File: src/rtl/flashCmdPkg.sv
package flashCmdPkg;

  localparam logic [11:0] UNLOCK_ADR_A = 12'h555;
  localparam logic [11:0] UNLOCK_ADR_B = 12'h2AA;
  localparam logic [7:0]  CMD_KEY_A    = 8'hAA;
  localparam logic [7:0]  CMD_KEY_B    = 8'h55;
  localparam logic [7:0]  CMD_PROG     = 8'hA0;
  localparam logic [7:0]  CMD_ERASE    = 8'h80;
  localparam logic [7:0]  CMD_SECTOR   = 8'h30;
  localparam logic [7:0]  CMD_SUSPEND  = 8'hB0;
  localparam logic [7:0]  CMD_RESET    = 8'hF0;

  typedef enum logic [3:0] {
    S_READ, S_KEY1, S_KEY2, S_ESETUP, S_KEY3, S_KEY4,
    S_PADDR, S_PROG, S_PFAIL, S_WIN, S_ERASE
  } ctrlStateT;

  typedef enum logic [2:0] {
    MODE_ARRAY, MODE_PROG, MODE_PFAIL, MODE_WIN, MODE_ERASE
  } statModeT;

  typedef struct packed {
    logic     latchProg;
    logic     commitProg;
    logic     markSector;
    logic     clearMask;
    logic     commitErase;
    statModeT mode;
    logic     susp;
  } ctrlStrobeT;

endpackage

File: src/rtl/flashCmdCtrl.sv
module flashCmdCtrl
  import flashCmdPkg::*;
#(
  parameter int ADDR_W    = 12,
  parameter int PROG_CYC  = 8,
  parameter int WIN_CYC   = 16,
  parameter int ERASE_CYC = 40
) (
  input  logic              clk,
  input  logic              rstN,
  input  logic              wrEn,
  input  logic [ADDR_W-1:0] addr,
  input  logic [7:0]        wrData,
  input  logic              progFail,
  input  logic              addrQueued,
  output ctrlStrobeT        stb
);

  localparam int PW = $clog2(PROG_CYC + 1);
  localparam int EMAX = (WIN_CYC > ERASE_CYC) ? WIN_CYC : ERASE_CYC;
  localparam int EW = $clog2(EMAX + 1);
  localparam logic [PW-1:0] PROG_LOAD  = PW'(PROG_CYC - 1);
  localparam logic [EW-1:0] WIN_LOAD   = EW'(WIN_CYC - 1);
  localparam logic [EW-1:0] ERASE_LOAD = EW'(ERASE_CYC - 1);

  ctrlStateT       state, nextState;
  logic            susp, goSusp, goResume, startErase;
  logic [PW-1:0]   progCnt;
  logic [EW-1:0]   eraseCnt;
  logic            keyA, keyB, atA;

  assign atA  = (addr == ADDR_W'(UNLOCK_ADR_A));
  assign keyA = atA && (wrData == CMD_KEY_A);
  assign keyB = (addr == ADDR_W'(UNLOCK_ADR_B)) && (wrData == CMD_KEY_B);

  always_comb begin
    nextState  = state;
    goSusp     = 1'b0;
    goResume   = 1'b0;
    startErase = 1'b0;
    stb        = '0;
    stb.susp   = susp;
    case (state)
      S_READ:   if (wrEn) begin
                  if (keyA) nextState = S_KEY1;
                  else if (susp && wrData == CMD_SECTOR) begin
                    nextState = S_ERASE;   // resume
                    goResume  = 1'b1;
                  end
                end
      S_KEY1:   if (wrEn) nextState = keyB ? S_KEY2 : S_READ;
      S_KEY2:   if (wrEn) begin
                  if (atA && wrData == CMD_PROG) nextState = S_PADDR;
                  else if (atA && wrData == CMD_ERASE && !susp) nextState = S_ESETUP;
                  else nextState = S_READ;
                end
      S_ESETUP: if (wrEn) nextState = keyA ? S_KEY3 : S_READ;
      S_KEY3:   if (wrEn) nextState = keyB ? S_KEY4 : S_READ;
      S_KEY4:   if (wrEn) begin
                  if (wrData == CMD_SECTOR) begin
                    stb.markSector = 1'b1;
                    nextState      = S_WIN;
                  end else nextState = S_READ;
                end
      S_PADDR:  if (wrEn) begin
                  if (wrData == CMD_RESET || (susp && addrQueued)) nextState = S_READ;
                  else begin
                    stb.latchProg = 1'b1;
                    nextState     = S_PROG;
                  end
                end
      S_PROG:   if (progCnt == '0) begin
                  stb.commitProg = 1'b1;
                  nextState      = progFail ? S_PFAIL : S_READ;
                end
      S_PFAIL:  if (wrEn && wrData == CMD_RESET) nextState = S_READ;
      S_WIN:    if (wrEn) begin
                  if (wrData == CMD_SECTOR) stb.markSector = 1'b1;
                  else if (wrData != CMD_SUSPEND) begin
                    stb.clearMask = 1'b1;
                    nextState     = S_READ;
                  end
                end else if (eraseCnt == '0) begin
                  startErase = 1'b1;
                  nextState  = S_ERASE;
                end
      S_ERASE:  if (eraseCnt == '0) begin
                  stb.commitErase = 1'b1;
                  stb.clearMask   = 1'b1;
                  nextState       = S_READ;
                end else if (wrEn && wrData == CMD_SUSPEND) begin
                  goSusp    = 1'b1;
                  nextState = S_READ;
                end
      default:  nextState = S_READ;
    endcase
    case (state)
      S_PROG:  stb.mode = MODE_PROG;
      S_PFAIL: stb.mode = MODE_PFAIL;
      S_WIN:   stb.mode = MODE_WIN;
      S_ERASE: stb.mode = MODE_ERASE;
      default: stb.mode = MODE_ARRAY;
    endcase
  end

  always_ff @(posedge clk or negedge rstN) begin
    if (!rstN) begin
      state    <= S_READ;
      susp     <= 1'b0;
      progCnt  <= '0;
      eraseCnt <= '0;
    end else begin
      state <= nextState;
      if (goSusp) susp <= 1'b1;
      else if (goResume) susp <= 1'b0;
      if (stb.latchProg) progCnt <= PROG_LOAD;
      else if (state == S_PROG && progCnt != '0) progCnt <= progCnt - 1'b1;
      if (stb.markSector) eraseCnt <= WIN_LOAD;
      else if (startErase) eraseCnt <= ERASE_LOAD;
      else if ((state == S_WIN || state == S_ERASE) && eraseCnt != '0)
        eraseCnt <= eraseCnt - 1'b1;
    end
  end

endmodule

File: src/rtl/flashCmdData.sv
module flashCmdData
  import flashCmdPkg::*;
#(
  parameter int ARR_W = 6,
  parameter int SEC_W = 2
) (
  input  logic             clk,
  input  logic             rstN,
  input  logic             rdEn,
  input  logic [ARR_W-1:0] idx,
  input  logic [7:0]       wrData,
  input  ctrlStrobeT       stb,
  output logic             progFail,
  output logic             addrQueued,
  output logic [7:0]       rdData
);

  localparam int WORDS     = 1 << ARR_W;
  localparam int NSEC      = 1 << SEC_W;
  localparam int SEC_WORDS = WORDS / NSEC;

  logic [7:0]       mem [WORDS];
  logic [ARR_W-1:0] progAdr;
  logic [7:0]       progDat;
  logic [NSEC-1:0]  queued;
  logic             tog;
  logic [SEC_W-1:0] sec;

  assign sec        = idx[ARR_W-1 -: SEC_W];
  assign addrQueued = queued[sec];
  assign progFail   = |(progDat & ~mem[progAdr]);

  always_ff @(posedge clk or negedge rstN) begin
    if (!rstN) begin
      for (int i = 0; i < WORDS; i++) mem[i] <= 8'hFF;
    end else if (stb.commitProg) begin
      mem[progAdr] <= mem[progAdr] & progDat;
    end else if (stb.commitErase) begin
      for (int i = 0; i < WORDS; i++)
        if (queued[i / SEC_WORDS]) mem[i] <= 8'hFF;
    end
  end

  always_ff @(posedge clk or negedge rstN) begin
    if (!rstN) begin
      progAdr <= '0;
      progDat <= '0;
      queued  <= '0;
      tog     <= 1'b0;
    end else begin
      if (stb.latchProg) begin
        progAdr <= idx;
        progDat <= wrData;
      end
      if (stb.clearMask) queued <= '0;
      else if (stb.markSector) queued <= queued | (NSEC'(1) << sec);
      if (stb.mode == MODE_ARRAY) tog <= 1'b0;
      else if (rdEn) tog <= ~tog;
    end
  end

  always_comb begin
    case (stb.mode)
      MODE_PROG:  rdData = {~progDat[7], tog, 6'b0};
      MODE_PFAIL: rdData = {~progDat[7], tog, 1'b1, 5'b0};
      MODE_WIN:   rdData = {1'b0, tog, 6'b0};
      MODE_ERASE: rdData = {1'b0, tog, 2'b0, 1'b1, 3'b0};
      default:    rdData = (stb.susp && queued[sec]) ? 8'h80 : mem[idx];
    endcase
  end

endmodule

File: src/rtl/flashCmdSeq.sv
module flashCmdSeq
  import flashCmdPkg::*;
#(
  parameter int ADDR_W    = 12,
  parameter int ARR_W     = 6,
  parameter int SEC_W     = 2,
  parameter int PROG_CYC  = 8,
  parameter int WIN_CYC   = 16,
  parameter int ERASE_CYC = 40
) (
  input  logic              clk,
  input  logic              rstN,
  input  logic              wrEn,
  input  logic              rdEn,
  input  logic [ADDR_W-1:0] addr,
  input  logic [7:0]        wrData,
  output logic [7:0]        rdData
);

  ctrlStrobeT stb;
  logic       progFail, addrQueued;

  flashCmdCtrl #(
    .ADDR_W(ADDR_W), .PROG_CYC(PROG_CYC), .WIN_CYC(WIN_CYC), .ERASE_CYC(ERASE_CYC)
  ) u_ctrl (
    .clk(clk), .rstN(rstN), .wrEn(wrEn), .addr(addr), .wrData(wrData),
    .progFail(progFail), .addrQueued(addrQueued), .stb(stb)
  );

  flashCmdData #(.ARR_W(ARR_W), .SEC_W(SEC_W)) u_data (
    .clk(clk), .rstN(rstN), .rdEn(rdEn), .idx(addr[ARR_W-1:0]), .wrData(wrData),
    .stb(stb), .progFail(progFail), .addrQueued(addrQueued), .rdData(rdData)
  );

endmodule

File: config.mk
export PLATFORM = sky130hd
export DESIGN_NAME = flashCmdSeq
export DESIGN_NICKNAME = d
export VERILOG_FILES = /design/src/rtl/flashCmdPkg.sv /design/src/rtl/flashCmdCtrl.sv /design/src/rtl/flashCmdData.sv /design/src/rtl/flashCmdSeq.sv
export SDC_FILE = /design/constraint.sdc
export NUM_CORES = 1
export LEC_CHECK = 0
export ABC_CLOCK_PERIOD_IN_PS = 3700
export BUFFER_PORTS_ARGS = -buffer_cell sky130_fd_sc_hd__buf_2
export CAP_MARGIN = 20
export CORE_MARGIN = 2
export CORE_UTILIZATION = 35
export CTS_CLUSTER_SIZE = 10
export DETAILED_ROUTE_END_ITERATION = 8
export PLACE_DENSITY_LB_ADDON = 0.15
export SYNTH_ARGS = -nofsm -noshare
export SYNTH_HDL_FRONTEND = slang
export SYNTH_SLANG_ARGS = --single-unit
File: constraint.sdc
create_clock -name clk -period 3.7 [get_ports clk]
set_clock_uncertainty 0.05 [all_clocks]
set_input_delay 0.555 -clock clk [delete_from_list [all_inputs] [get_ports clk]]
set_output_delay 0.555 -clock clk [all_outputs]
set_load 0.05 [all_outputs]
==> results.sh <==
export IMPL_gp_congestion=1.014
export IMPL_track_usage_pct=29.84
export IMPL_maxCapViolations=0
export IMPL_switching_power_mw=3.748
export IMPL_yosysWarnings=0
export IMPL_synthTopCellsByCount="512 x dfstp_2, 371 x nor2_1, 298 x a21oi_1, 257 x o22a_1, 218 x mux4_2"
export IMPL_core_sq_um=83420
export IMPL_vias=25300
export IMPL_p_int_mw=10.32
export IMPL_met3_length_um=11840
export IMPL_final_nets=2825
export IMPL_synth_async_reset_ratio_pct=100.0
export IMPL_drcViolationCount=0
export IMPL_cts_sinks=546
export IMPL_syn2layout_area_growth_pct=21.28
export IMPL_clock_root_buffer="clkbuf_16"
export IMPL_cts_buffer_depth=3
export IMPL_r2r_cells=10
export IMPL_syn_inst=2531
export IMPL_grt_pass1_vias=25450
export IMPL_die_area_sq_um=86410
export IMPL_synth_top_area_share_pct=45.72
export IMPL_critical_path_max_fanout=32
export IMPL_htree_levels=3
export IMPL_ios=32
export IMPL_cp_data_required_time_ns=4.18
export IMPL_synth_avg_cell_area_sq_um=11.63
export IMPL_power_frac_clock_pct=45.1
export IMPL_max_freq_mhz=265.5
export IMPL_run_status="finished, violations left"
export IMPL_die_y_um=294.0
export IMPL_drive_above_1_share_pct=44.83
export IMPL_syn_cell_area_sq_um=29430
export IMPL_start_util_pct=35.27
export IMPL_seq_area_sq_um=14320
export IMPL_arrival_ns=4.25
export IMPL_fillers=7793
export IMPL_vias_per_cell=6.464
export IMPL_critPathLaunchType="flip-flop"
export IMPL_synth_top_area_cell="dfstp_2"
export IMPL_ys_seq_area_share_pct=48.61
export IMPL_hp_class="in -> async"
export IMPL_crit_path_start="u_data.progAdr[0]"
export IMPL_cts_tree="built"
export IMPL_met1_length_um=51400
export IMPL_synth_edf_count=0
export IMPL_multi_input_area_sq_um=14310
export IMPL_met2_length_um=60090
export IMPL_die_x_um=294.0
export IMPL_ys_types=71
export IMPL_r2r_start="u_data.progAdr[0]"
export IMPL_rsz0062_at_grt="true"
export IMPL_end_kind="flip-flop"
export IMPL_total_leakage_power_nw=13.67
export IMPL_comb_power_share_pct=11.1
export IMPL_overflow=0
export IMPL_power_mw=14.07
export IMPL_synth_area_leaders="dfstp_2 46%, mux4_2 17%, o22a_1 7.6%"
export IMPL_antenna_found_initial=3
export IMPL_hold_ws_ns=0.009725
export IMPL_ir_drop_uv=261.3
export IMPL_first_iter_violations=2724
export IMPL_yosys_cell_count_top_type="dfstp_2"
export IMPL_numCtsBuffers=68
export IMPL_hold_viol_final=0
export IMPL_timing_final_ws_setup_ns=-0.06618
export IMPL_grt_pass1_wl_um=185600
export IMPL_top_layer="met5"
export IMPL_clkTransAtPathRegs_ns=0.06
export IMPL_ys_flop_type="dfstp_2"
export IMPL_maxSlewHeadroom_pct=28.77
export IMPL_violations="setup timing"
export IMPL_power_density_nw_per_um2=394.3
export IMPL_synth_nets=2557
export IMPL_dr_pass1_iters=5
export IMPL_pwr_share_seq_pct=43.7
export IMPL_grt_max_degree=166
export IMPL_switching_share_pct=26.63
export IMPL_ys_ff_latch=546
export IMPL_final_max_slew_violation_count=0
export IMPL_fin_crit_sh_pct=101.8
export IMPL_endpoint="u_data.mem[284]"
export IMPL_crit_type="reg -> reg"
export IMPL_rrSetupSlack_ns=-0.07
export IMPL_placementRows=106
export IMPL_worst_slew_pin_slew_ns=1.068
export IMPL_routed_wl_um=130200
export IMPL_ant_nets=0
export IMPL_dp_final_hpwl_um=96050
export IMPL_clk_latency_ns=0.63
export IMPL_setup_viol=57
export IMPL_rr_endpoint="u_data.mem[284]"
export IMPL_io_buffers=31
export IMPL_post_route_min_period_ns=3.766
export IMPL_routedWlPerCell_um=33.27
[logic make-up after synthesis]
family,Yosys count,share of synthesized area [%]
XOR/XNOR,6,0.1786
multiplexers,294,19.44
adder cells (fa/ha/maj),2,0.08502
buffers and inverters,200,3.036
flip-flops,546,48.61
AO/OA/AOI/OAI,778,18.56
AND/OR/NAND/NOR,705,10.09
[registers in the layout, indices dropped and copies added, names as in the netlist]
name and flops:
u_data.mem 512, u_data.progDat 8, u_ctrl.eraseCnt 6, u_data.progAdr 6, u_ctrl.progCnt 4, u_ctrl.state 4, u_data.queued 4, u_ctrl.susp 1
u_data.tog 1
[layout by cell type (no fill, tap or decap), types with 17 or more instances in the layout]
| cell type | n |
|---|---|
| nand2_1 | 211 |
| clkbuf_1 | 19 |
| a221oi_1 | 44 |
| clkbuf_16 | 72 |
| buf_2 | 21 |
| inv_1 | 17 |
| mux2_2 | 41 |
| nand3_1 | 22 |
| mux2i_1 | 35 |
| nor2_1 | 370 |
| buf_12 | 51 |
| mux4_2 | 218 |
| dfstp_2 | 512 |
| o21ai_0 | 29 |
| dfrtp_1 | 31 |
| buf_4 | 292 |
| o22a_1 | 257 |
| a21oi_1 | 298 |
| a22oi_1 | 57 |
[worst min path at each step]
stage / start / endpoint / slack (ns) / cells past startpoint
2_1_floorplan: rstN / u_ctrl.eraseCnt[0] / 0.21 / 0
3_3_place_gp: u_ctrl.eraseCnt[5] / u_ctrl.eraseCnt[5] / 0.42 / 1
3_5_place_dp: u_ctrl.eraseCnt[5] / u_ctrl.eraseCnt[5] / 0.42 / 1
4_1_cts: rstN / u_data.mem[88] / 0.008 / 1
5_1_grt: rstN / u_data.mem[88] / 0.03 / 1
6_report: rstN / u_data.mem[88] / 0.01 / 1
[metal layers]
layer	GRT usage (%)	vias up
met5	0	-
met1	38.60	13160
met3	6.715	363
met2	47.46	1537
li1	-	10240
met4	14.17	4
[stage by stage]
stage	utilization, %	cells	instance area (sq um)	setup slack, ns	setup TNS (ns)
after floorplan	-	2531	29440	-0.1200	-0.1814
after global placement	39.88	3785	33270	-0.1717	-9.982
after detailed placement	39.88	3785	33270	-0.09924	-5.165
after CTS	42.57	3900	35510	-0.0009348	-0.0009348
after global routing	42.78	3913	35690	-0.03938	-0.1233
final	42.78	3914	35690	-0.06618	-1.889
[power by group through the flow]
stage	combinational, mW	clock [mW]	sequential [mW]
6_report	1.57	6.35	6.15
5_1_grt	1.64	6.72	6.15
4_1_cts	1.52	6.46	6.15
3_5_place_dp	1.48	0	6.23
3_3_place_gp	1.47	0	6.23
2_1_floorplan	0.785	0	6.18
[area by class of cell]
cell class | count | share of cell area, %
Inverter | 18 | 0.1893
Antenna cell | 1 | 0.007012
Multi-Input combinational cell | 1786 | 40.10
Tap cell | 1080 | 3.786
Clock inverter | 9 | 0.3716
Sequential cell | 546 | 40.11
Timing Repair Buffer | 379 | 10.10
Clock buffer | 95 | 5.339
[what timing repair did]
item	CTS	global route
setup buffers	9	10
gates cloned	2	3
hold buffers	0	0
pin swaps	0	2
gates resized for setup	16	16
endpoints found under the setup margin	70	165
[worst max-delay path: stages (launching register included)]
cell and delay (ns):
dfrtp_4 0.64, nor2b_2 0.36, buf_4 0.21, a221oi_2 0.38, o22ai_1 0.18, buf_4 0.17
a221oi_1 0.48, nand4_1 0.34, and2_2 0.34, buf_12 0.17, o22a_1 0.25
No activity file was read; power rests on OpenSTA's default activity.
